$ cat config.mk
export PLATFORM = sky130hd
export DESIGN_NAME = dir_ctrl
export DESIGN_NICKNAME = d
export VERILOG_FILES = /design/src/rtl/dirc_pkg.sv /design/src/rtl/dir_slot_find.sv /design/src/rtl/dir_proto.sv /design/src/rtl/dir_store.sv /design/src/rtl/dir_ctrl.sv
export SDC_FILE = /design/constraint.sdc
export NUM_CORES = 1
export LEC_CHECK = 0
export ABC_AREA = 0
export BUFFER_PORTS_ARGS = -buffer_cell sky130_fd_sc_hd__buf_2
export CORE_ASPECT_RATIO = 2
export CORE_MARGIN = 1
export CORE_UTILIZATION = 63
export DETAILED_ROUTE_END_ITERATION = 16
export PLACE_DENSITY = 0.8
export RECOVER_POWER = 100
export SYNTH_ARGS = -nofsm -noshare
export SYNTH_HDL_FRONTEND = slang
export SYNTH_SLANG_ARGS = --single-unit
$ cat constraint.sdc
create_clock -name clk -period 6.63 [get_ports clk]
set_clock_uncertainty 0.05 [all_clocks]
set_input_delay 0.3315 -clock clk [delete_from_list [all_inputs] [get_ports clk]]
set_output_delay 0.3315 -clock clk [all_outputs]
set_load 0.05 [all_outputs]
$ cat src/rtl/dirc_pkg.sv
package dirc_pkg;
    localparam int NODES  = 16;
    localparam int NODE_W = $clog2(NODES);
    localparam int PTRS   = 4;
    localparam int SLOT_W = $clog2(PTRS);
    localparam int BLOCKS = 16;
    localparam int ADDR_W = $clog2(BLOCKS);
    localparam int DATA_W = 8;
    localparam int TYPE_W = 3;
    localparam int CNT_W  = $clog2(PTRS + 1);
    localparam int NBOX   = PTRS + 1;
    localparam int BOX_W  = $clog2(NBOX + 1);

    localparam logic [TYPE_W-1:0] RQ_READ  = 3'd0;
    localparam logic [TYPE_W-1:0] RQ_WRITE = 3'd1;
    localparam logic [TYPE_W-1:0] RQ_WBACK = 3'd2;
    localparam logic [TYPE_W-1:0] RQ_IACK  = 3'd3;

    localparam logic [TYPE_W-1:0] RS_DATA_SH = 3'd0;
    localparam logic [TYPE_W-1:0] RS_DATA_EX = 3'd1;
    localparam logic [TYPE_W-1:0] RS_SHARE   = 3'd2;
    localparam logic [TYPE_W-1:0] RS_FWD     = 3'd3;
    localparam logic [TYPE_W-1:0] RS_INV     = 3'd4;
    localparam logic [TYPE_W-1:0] RS_NACK    = 3'd5;
    localparam logic [TYPE_W-1:0] RS_WB_ACK  = 3'd6;

    typedef enum logic [1:0] {
        ST_UNUSED = 2'd0,
        ST_SHARED = 2'd1,
        ST_EXCL   = 2'd2
    } blk_state_e;

    typedef enum logic {
        PH_IDLE = 1'b0,
        PH_SEND = 1'b1
    } phase_e;

    typedef struct packed {
        blk_state_e                   st;
        logic                         dirty;
        logic                         busy;
        logic                         ovf;
        logic [PTRS-1:0]              vld;
        logic [PTRS-1:0][NODE_W-1:0]  ptr;
        logic [CNT_W-1:0]             pend;
        logic [NODE_W-1:0]            waiter;
    } dir_entry_t;

    typedef struct packed {
        logic [TYPE_W-1:0] typ;
        logic [NODE_W-1:0] src;
        logic [NODE_W-1:0] dst;
        logic [ADDR_W-1:0] addr;
        logic [DATA_W-1:0] data;
    } dir_msg_t;
endpackage

$ cat src/rtl/dir_slot_find.sv
module dir_slot_find
    import dirc_pkg::*;
(
    input  logic [PTRS-1:0]             vld,
    input  logic [PTRS-1:0][NODE_W-1:0] ptr,
    input  logic [NODE_W-1:0]           node,
    output logic                        hit,
    output logic                        free_ok,
    output logic [SLOT_W-1:0]           free_idx
);
    logic [PTRS-1:0] match;

    generate
        for (genvar g = 0; g < PTRS; g++) begin : g_match
            assign match[g] = vld[g] && (ptr[g] == node);
        end
    endgenerate

    assign hit = |match;

    always_comb begin
        free_ok  = 1'b0;
        free_idx = '0;
        for (int i = PTRS - 1; i >= 0; i--) begin
            if (!vld[i]) begin
                free_ok  = 1'b1;
                free_idx = SLOT_W'(i);
            end
        end
    end
endmodule

$ cat src/rtl/dir_proto.sv
module dir_proto
    import dirc_pkg::*;
#(
    parameter logic [NODE_W-1:0] HOME_ID = '0
) (
    input  dir_entry_t              ent_cur,
    input  logic [DATA_W-1:0]       mem_cur,
    input  logic [TYPE_W-1:0]       rq_type,
    input  logic [NODE_W-1:0]       rq_src,
    input  logic [ADDR_W-1:0]       rq_addr,
    output dir_entry_t              ent_nx,
    output logic                    mem_we,
    output dir_msg_t [NBOX-1:0]     box,
    output logic [BOX_W-1:0]        cnt,
    output logic                    trap,
    output logic                    trap_kind
);
    logic              hit;
    logic              free_ok;
    logic [SLOT_W-1:0] free_idx;
    logic [NODE_W-1:0] owner;

    assign owner = ent_cur.ptr[0];

    dir_slot_find i_find (
        .vld      (ent_cur.vld),
        .ptr      (ent_cur.ptr),
        .node     (rq_src),
        .hit      (hit),
        .free_ok  (free_ok),
        .free_idx (free_idx)
    );

    function automatic dir_msg_t mk(input logic [TYPE_W-1:0] t, input logic [NODE_W-1:0] s,
                                    input logic [NODE_W-1:0] d, input logic [ADDR_W-1:0] a,
                                    input logic [DATA_W-1:0] v);
        dir_msg_t m;
        m.typ  = t;
        m.src  = s;
        m.dst  = d;
        m.addr = a;
        m.data = v;
        return m;
    endfunction

    function automatic dir_entry_t grant(input dir_entry_t e, input logic [NODE_W-1:0] n,
                                         input logic drt);
        dir_entry_t r;
        r        = e;
        r.st     = ST_EXCL;
        r.dirty  = drt;
        r.busy   = 1'b0;
        r.ovf    = 1'b0;
        r.pend   = '0;
        r.vld    = '0;
        r.vld[0] = 1'b1;
        r.ptr[0] = n;
        return r;
    endfunction

    always_comb begin
        int k;
        k         = 0;
        ent_nx    = ent_cur;
        mem_we    = 1'b0;
        box       = '0;
        cnt       = '0;
        trap      = 1'b0;
        trap_kind = 1'b0;
        case (rq_type)
            RQ_READ: begin
                cnt = BOX_W'(1);
                if (ent_cur.busy) begin
                    box[0] = mk(RS_NACK, HOME_ID, rq_src, rq_addr, '0);
                end else begin
                    case (ent_cur.st)
                        ST_UNUSED: begin
                            box[0] = mk(RS_DATA_EX, HOME_ID, rq_src, rq_addr, mem_cur);
                            ent_nx = grant(ent_cur, rq_src, 1'b0);
                        end
                        ST_EXCL: begin
                            if (owner == rq_src) begin
                                box[0] = mk(RS_DATA_EX, HOME_ID, rq_src, rq_addr, mem_cur);
                            end else begin
                                ent_nx.st     = ST_SHARED;
                                ent_nx.dirty  = 1'b0;
                                ent_nx.vld[1] = 1'b1;
                                ent_nx.ptr[1] = rq_src;
                                if (ent_cur.dirty) begin
                                    box[0] = mk(RS_FWD, rq_src, owner, rq_addr, '0);
                                end else begin
                                    box[0] = mk(RS_SHARE, HOME_ID, owner, rq_addr, '0);
                                    box[1] = mk(RS_DATA_SH, HOME_ID, rq_src, rq_addr, mem_cur);
                                    cnt    = BOX_W'(2);
                                end
                            end
                        end
                        default: begin
                            box[0] = mk(RS_DATA_SH, HOME_ID, rq_src, rq_addr, mem_cur);
                            if (!hit) begin
                                if (free_ok) begin
                                    ent_nx.vld[free_idx] = 1'b1;
                                    ent_nx.ptr[free_idx] = rq_src;
                                end else begin
                                    ent_nx.ovf = 1'b1;
                                    trap       = 1'b1;
                                end
                            end
                        end
                    endcase
                end
            end
            RQ_WRITE: begin
                if (ent_cur.busy) begin
                    box[0] = mk(RS_NACK, HOME_ID, rq_src, rq_addr, '0);
                    cnt    = BOX_W'(1);
                end else if (ent_cur.st == ST_UNUSED ||
                             (ent_cur.st == ST_EXCL && owner == rq_src)) begin
                    box[0] = mk(RS_DATA_EX, HOME_ID, rq_src, rq_addr, mem_cur);
                    cnt    = BOX_W'(1);
                    ent_nx = grant(ent_cur, rq_src, 1'b1);
                end else begin
                    for (int i = 0; i < PTRS; i++) begin
                        if (ent_cur.vld[i] && ent_cur.ptr[i] != rq_src) begin
                            box[k] = mk(RS_INV, HOME_ID, ent_cur.ptr[i], rq_addr, '0);
                            k      = k + 1;
                        end
                    end
                    trap       = ent_cur.ovf;
                    trap_kind  = 1'b1;
                    ent_nx.ovf = 1'b0;
                    if (k == 0) begin
                        box[0] = mk(RS_DATA_EX, HOME_ID, rq_src, rq_addr, mem_cur);
                        cnt    = BOX_W'(1);
                        ent_nx = grant(ent_cur, rq_src, 1'b1);
                    end else begin
                        cnt           = BOX_W'(k);
                        ent_nx.busy   = 1'b1;
                        ent_nx.pend   = CNT_W'(k);
                        ent_nx.waiter = rq_src;
                    end
                end
            end
            RQ_WBACK: begin
                mem_we = 1'b1;
                box[0] = mk(RS_WB_ACK, HOME_ID, rq_src, rq_addr, '0);
                cnt    = BOX_W'(1);
                if (!ent_cur.busy && ent_cur.st == ST_EXCL && owner == rq_src) begin
                    ent_nx.st    = ST_UNUSED;
                    ent_nx.vld   = '0;
                    ent_nx.dirty = 1'b0;
                end
            end
            RQ_IACK: begin
                if (ent_cur.busy) begin
                    if (ent_cur.pend == CNT_W'(1)) begin
                        box[0] = mk(RS_DATA_EX, HOME_ID, ent_cur.waiter, rq_addr, mem_cur);
                        cnt    = BOX_W'(1);
                        ent_nx = grant(ent_cur, ent_cur.waiter, 1'b1);
                    end else begin
                        ent_nx.pend = ent_cur.pend - CNT_W'(1);
                    end
                end
            end
            default: begin
            end
        endcase
    end
endmodule

$ cat src/rtl/dir_store.sv
module dir_store
    import dirc_pkg::*;
(
    input  logic              clk,
    input  logic              rst_n,
    input  logic [ADDR_W-1:0] addr,
    output dir_entry_t        rd_ent,
    output logic [DATA_W-1:0] rd_mem,
    input  logic              wr_en,
    input  dir_entry_t        wr_ent,
    input  logic              mem_we,
    input  logic [DATA_W-1:0] mem_wdata
);
    dir_entry_t        ents_d [BLOCKS];
    dir_entry_t        ents_q [BLOCKS];
    logic [DATA_W-1:0] mems_d [BLOCKS];
    logic [DATA_W-1:0] mems_q [BLOCKS];

    assign rd_ent = ents_q[addr];
    assign rd_mem = mems_q[addr];

    always_comb begin
        ents_d = ents_q;
        mems_d = mems_q;
        if (wr_en) begin
            ents_d[addr] = wr_ent;
            if (mem_we) begin
                mems_d[addr] = mem_wdata;
            end
        end
    end

    always_ff @(posedge clk or negedge rst_n) begin
        if (!rst_n) begin
            for (int i = 0; i < BLOCKS; i++) begin
                ents_q[i] <= '0;
                mems_q[i] <= '0;
            end
        end else begin
            ents_q <= ents_d;
            mems_q <= mems_d;
        end
    end

    // an exclusive entry names exactly one owner
    assert_excl_single_owner_R2: assert property (@(posedge clk) disable iff (!rst_n)
        (wr_en && wr_ent.st == ST_EXCL) |-> ($countones(wr_ent.vld) == 1));

    // a busy entry always waits for at least one acknowledgement
    assert_busy_has_pend_R9: assert property (@(posedge clk) disable iff (!rst_n)
        (wr_en && wr_ent.busy) |-> (wr_ent.pend != '0));

    // an unused entry records no sharer and is not busy
    assert_unused_empty_R11: assert property (@(posedge clk) disable iff (!rst_n)
        (wr_en && wr_ent.st == ST_UNUSED) |-> (wr_ent.vld == '0 && !wr_ent.busy));

    generate
        for (genvar a = 0; a < PTRS; a++) begin : g_pa
            for (genvar b = a + 1; b < PTRS; b++) begin : g_pb
                // no node occupies two slots
                assert_distinct_sharers_R5: assert property (@(posedge clk) disable iff (!rst_n)
                    (wr_en && wr_ent.vld[a] && wr_ent.vld[b]) |-> (wr_ent.ptr[a] != wr_ent.ptr[b]));
            end
        end
    endgenerate
endmodule

$ cat src/rtl/dir_ctrl.sv
module dir_ctrl
    import dirc_pkg::*;
#(
    parameter logic [NODE_W-1:0] HOME_ID = '0
) (
    input  logic              clk,
    input  logic              rst_n,
    input  logic              req_valid,
    output logic              req_ready,
    input  logic [TYPE_W-1:0] req_type,
    input  logic [NODE_W-1:0] req_src,
    input  logic [ADDR_W-1:0] req_addr,
    input  logic [DATA_W-1:0] req_data,
    output logic              rsp_valid,
    input  logic              rsp_ready,
    output logic [TYPE_W-1:0] rsp_type,
    output logic [NODE_W-1:0] rsp_src,
    output logic [NODE_W-1:0] rsp_dst,
    output logic [ADDR_W-1:0] rsp_addr,
    output logic [DATA_W-1:0] rsp_data,
    output logic              trap_valid,
    output logic              trap_kind,
    output logic [NODE_W-1:0] trap_node,
    output logic [ADDR_W-1:0] trap_addr
);
    typedef struct packed {
        phase_e              ph;
        dir_msg_t [NBOX-1:0] box;
        logic [BOX_W-1:0]    n;
        logic [BOX_W-1:0]    idx;
        logic                trap_v;
        logic                trap_k;
        logic [NODE_W-1:0]   trap_n;
        logic [ADDR_W-1:0]   trap_a;
    } ctl_t;

    ctl_t c_d, c_q;

    dir_entry_t          ent_cur, ent_nx;
    logic [DATA_W-1:0]   mem_cur;
    logic                mem_we;
    dir_msg_t [NBOX-1:0] p_box;
    logic [BOX_W-1:0]    p_cnt;
    logic                p_trap, p_kind;
    logic                accept;
    dir_msg_t            cur_msg;

    assign accept = req_valid && (c_q.ph == PH_IDLE);

    dir_store i_store (
        .clk       (clk),
        .rst_n     (rst_n),
        .addr      (req_addr),
        .rd_ent    (ent_cur),
        .rd_mem    (mem_cur),
        .wr_en     (accept),
        .wr_ent    (ent_nx),
        .mem_we    (mem_we),
        .mem_wdata (req_data)
    );

    dir_proto #(.HOME_ID(HOME_ID)) i_proto (
        .ent_cur   (ent_cur),
        .mem_cur   (mem_cur),
        .rq_type   (req_type),
        .rq_src    (req_src),
        .rq_addr   (req_addr),
        .ent_nx    (ent_nx),
        .mem_we    (mem_we),
        .box       (p_box),
        .cnt       (p_cnt),
        .trap      (p_trap),
        .trap_kind (p_kind)
    );

    always_comb begin
        c_d        = c_q;
        c_d.trap_v = 1'b0;
        if (accept) begin
            c_d.box    = p_box;
            c_d.n      = p_cnt;
            c_d.idx    = '0;
            c_d.ph     = (p_cnt != '0) ? PH_SEND : PH_IDLE;
            c_d.trap_v = p_trap;
            c_d.trap_k = p_kind;
            c_d.trap_n = req_src;
            c_d.trap_a = req_addr;
        end else if (c_q.ph == PH_SEND && rsp_ready) begin
            if (c_q.idx == c_q.n - BOX_W'(1)) begin
                c_d.ph = PH_IDLE;
            end else begin
                c_d.idx = c_q.idx + BOX_W'(1);
            end
        end
    end

    always_ff @(posedge clk or negedge rst_n) begin
        if (!rst_n) begin
            c_q <= '0;
        end else begin
            c_q <= c_d;
        end
    end

    assign cur_msg    = c_q.box[c_q.idx];
    assign req_ready  = (c_q.ph == PH_IDLE);
    assign rsp_valid  = (c_q.ph == PH_SEND);
    assign rsp_type   = cur_msg.typ;
    assign rsp_src    = cur_msg.src;
    assign rsp_dst    = cur_msg.dst;
    assign rsp_addr   = cur_msg.addr;
    assign rsp_data   = cur_msg.data;
    assign trap_valid = c_q.trap_v;
    assign trap_kind  = c_q.trap_k;
    assign trap_node  = c_q.trap_n;
    assign trap_addr  = c_q.trap_a;

    // a stalled message stays put
    assert_rsp_hold_R12: assert property (@(posedge clk) disable iff (!rst_n)
        (rsp_valid && !rsp_ready) |=> (rsp_valid &&
            $stable({rsp_type, rsp_src, rsp_dst, rsp_addr, rsp_data})));

    // no request taken while messages are pending
    assert_no_accept_pending_R12: assert property (@(posedge clk) disable iff (!rst_n)
        rsp_valid |-> !req_ready);

    // trap request lasts one cycle
    assert_trap_pulse_R6: assert property (@(posedge clk) disable iff (!rst_n)
        trap_valid |=> !trap_valid);

    // every trap travels with an outgoing message
    assert_trap_with_msg_R10: assert property (@(posedge clk) disable iff (!rst_n)
        trap_valid |-> rsp_valid);
endmodule

==> flow_summary.yaml <==
route:
  drtIter0Drc: 2928
  viasPerCell: 6.791
  drtPass1Iterations: 6
  vias: 25237
  drt.antenna.violating_nets: 0
  routed_wl_um: 102400
  wl_per_cell_um: 27.54
  drc: 0
pwr:
  finalPower_uw: 11220
  irDropWorstVdd_mv: 0.2423
  power_density_mw_per_mm2: 301.4
  leakagePower_uw: 0.01662
synth:
  synth.distinct_cells: 99
  yosysWarnings: 0
  synth_cells: 3016
  synthesis.area_mm2: 0.03458
  syn_nets: 3045
  seq_area_frac_synth: 0.5240
  syn_area_per_cell_um2: 11.46
  synthArstFlopShare: 1.000
  synth_edf_count: 0
  synthFlopType: "dfrtp_1"
  synth_seq_cells: 724
grt:
  grt_pass1_wl_um: 158200
  grt_max_degree: 199
  grt_remaining_overflow: 0
  track_usage: 0.3802
  grt_pass1_vias: 27024
  antenna_found_initial: 0
final_layout:
  num_antenna_cells: 0
  drive_gt1_frac: 0.2046
  synthToLayoutAreaGrowth_pct: 7.661
  stdcell_count: 3716
  nets: 3019
  utilization: 0.6849
clock_tree:
  worstSkewPairLatency_ns: 0.65
  cts_buffers: 60
  cts_sinks: 724
  clk_path_buf_depth: 3
  clock-root-buffer: "clkbuf_16"
  cts_tree: "done"
  htree_levels: 2
  clk_pin_slew_ns: 0.07
floorplanning:
  initial_core_util: 0.6362
  io-pin-count: 58
  dieArea_mm2: 0.05588
  row_count: 121
  die_w_um: 167.7
  coreArea_mm2: 0.05435
  fp.dieH_um: 333.3
outcome:
  violations: "capacitance limit, slew limit"
  status: "complete, but fails checks"
sta:
  maxSlewViolCount: 706
  tns_ns: 0
  rsz0062_at_grt: "no"
  finalCriticalPeriod_ns: 5.805
  period_share: 0.8756
  setup_violations: 0
  hold_viol_final: 0
  slew_headroom: -1.899
  fmax_mhz: 172.3
  worst_pin_slew_ns: 4.349
critical_path:
  worstPathCellList: "buf_4 -> nor2b_2 -> a22oi_1 -> and3_1 -> or3_1 -> a21oi_1 -> a21oi_1 -> inv_1 -> ha_1 -> inv_1 -> xnor2_1 -> ha_1 -> nor2_1 -> nor2_1 -> o21ai_0 -> a211oi_1 -> buf_4 -> o21ai_0"
  r2r-start: "i_store.ents_q[7]"
  worstSetupStartpointType: "input port"
  startpoint: "req_addr[2]"
  endpoint_kind: "register"
  slowest_delay_ns: 0.67
  crit_type: "input port to register"
  cp_data_arrival_time_ns: 6.20
  cp_slowest_cell: "nor2_1"
  crit_fanout: 21
  crit_required_ns: 7.02
placed_design:
  port_buffers: 57
  post-place-cells: 3603
  dp_hpwl_um: 65760
  place_congestion: 1.033
hold_path:
  hold_path.class: "input port to register"
  hp-start: "req_data[6]"
run:
  maxCapViolations: 10
==> registers in the layout, summed over array words and instances, names as in the netlist <==
name            flops
trap_valid          1
i_store.ents_q    512
i_store.mems_q    128
trap_node           4
trap_kind           1
c_q                73
rsp_valid           1
trap_addr           4
==> metal layers <==
metal	share of wire	GRT usage	up-vias
met2	0.50	0.6324	1381
met5	0	0	-
li1	-	-	10729
met4	0.096	0.3229	0
met1	0.33	0.4253	12635
met3	0.075	0.06479	492
==> report_power, final <==
group	total [µW]	leakage [µW]	internal (µW)	switching (µW)
sequential	5300	0.00996	4970	330
clock	3780	0.00104	2080	1700
combinational	2140	0.00562	762	1380
==> placed cells by master (no fill, tap or decap), types with 28 or more instances in the layout <==
master and count:
buf_4 64, nor2_1 63, nand3_1 36, clkbuf_1 65, mux4_2 162, inv_1 28
a22oi_1 29, clkbuf_16 60, a22o_1 42, mux2_2 187, dfrtp_1 724, o21ai_0 502
a21oi_1 33, nand2_1 563, mux2i_1 109
==> synthesized netlist by cell type (4+ instances only) <==
master	n	area, µm²
a211o_1	8	70.07
a211oi_2	4	50.05
a21o_1	7	52.55
a21oi_1	31	155.2
a21oi_2	4	35.03
a22o_1	42	367.9
a22oi_1	29	217.7
a31oi_1	8	50.05
a32o_1	10	100.1
and2_1	13	81.33
and3_1	7	43.79
buf_1	9	33.78
buf_2	37	185.2
buf_4	21	157.7
buf_6	20	225.2
clkbuf_1	158	593.1
dfrtp_1	724	18120
ha_1	6	75.07
inv_1	27	101.4
mux2_2	189	2128
mux2i_1	107	1071
mux2i_2	5	68.82
mux4_2	162	3649
nand2_1	575	2158
nand2b_1	4	25.02
nand3_1	40	200.2
nand4_1	7	43.79
nor2_1	62	232.7
nor2_2	5	31.28
nor2b_1	7	43.79
nor3_1	17	85.08
nor3_2	4	40.04
nor4_1	8	50.05
o2111ai_1	5	43.79
o211ai_1	8	60.06
o21a_1	5	37.54
o21ai_0	418	2092
o21ai_1	83	415.4
o21ai_2	18	157.7
o22ai_1	5	31.28
o31ai_1	5	37.54
or3_1	8	50.05
xnor2_1	15	131.4
xor2_1	8	70.07
==> final timing paths <==
path	to	slack, ns	cells past startpoint
setup / recovery	i_store.ents_q[63]	0.82	18
hold / removal	i_store.mems_q[38]	0.07	2
setup reg to reg	i_store.ents_q[63]	0.84	17
hold reg to reg	c_q[107]	0.42	1
max in group asynchronous	c_q[49]	1.45	3
min in group asynchronous	i_store.ents_q[236]	0.25	2
==> critical path, delay by kind of cell <==
kind / cells / cell delay [ns]
AND/OR/NAND/NOR: 5 / 2.03
XOR/XNOR: 1 / 0.14
adder cells (fa/ha/maj): 2 / 0.65
AO/OA/AOI/OAI: 6 / 1.73
buffers and inverters: 4 / 1.27
==> final cells by class <==
cell class              instances  area (µm²)
fillers                      3747       17130
flip-flops and latches        724       18120
repair buffers                159        1017
multi-input cells            2011       15020
inverters                      34       128.9
well taps                     676       845.8
clock inverters                35       412.9
clock buffers                  77        1685
==> logic make-up (layout without fill, tap and decap cells) <==
family	after synthesis	after routing	synth area share
compound gates	734	734	0.1303
xor+xnor	23	23	0.005826
fa+ha+maj	6	6	0.002171
buf+inv	281	305	0.03944
flops	724	724	0.5240
mux	466	466	0.2021
simple gates	782	782	0.09618
==> metrics by stage <==
step	hold WS (ns)	area [µm²]	worst slack (ns)
5_1_grt	0.07035	37230	0.5577
3_3_place_gp	0.3788	35420	0.8035
3_5_place_dp	0.3965	35420	0.7513
6_report	0.06640	37230	0.8245
4_1_cts	0.04076	37530	1.323
2_1_floorplan	-0.01409	34580	1.603
==> repair_timing <==
item	CTS	global route
hold buffers	1	0
setup endpoints to repair	0	0
setup buffers	0	0
hold endpoints to repair	104	0
resized for setup	0	0
Power figures use the tool's default switching activity.
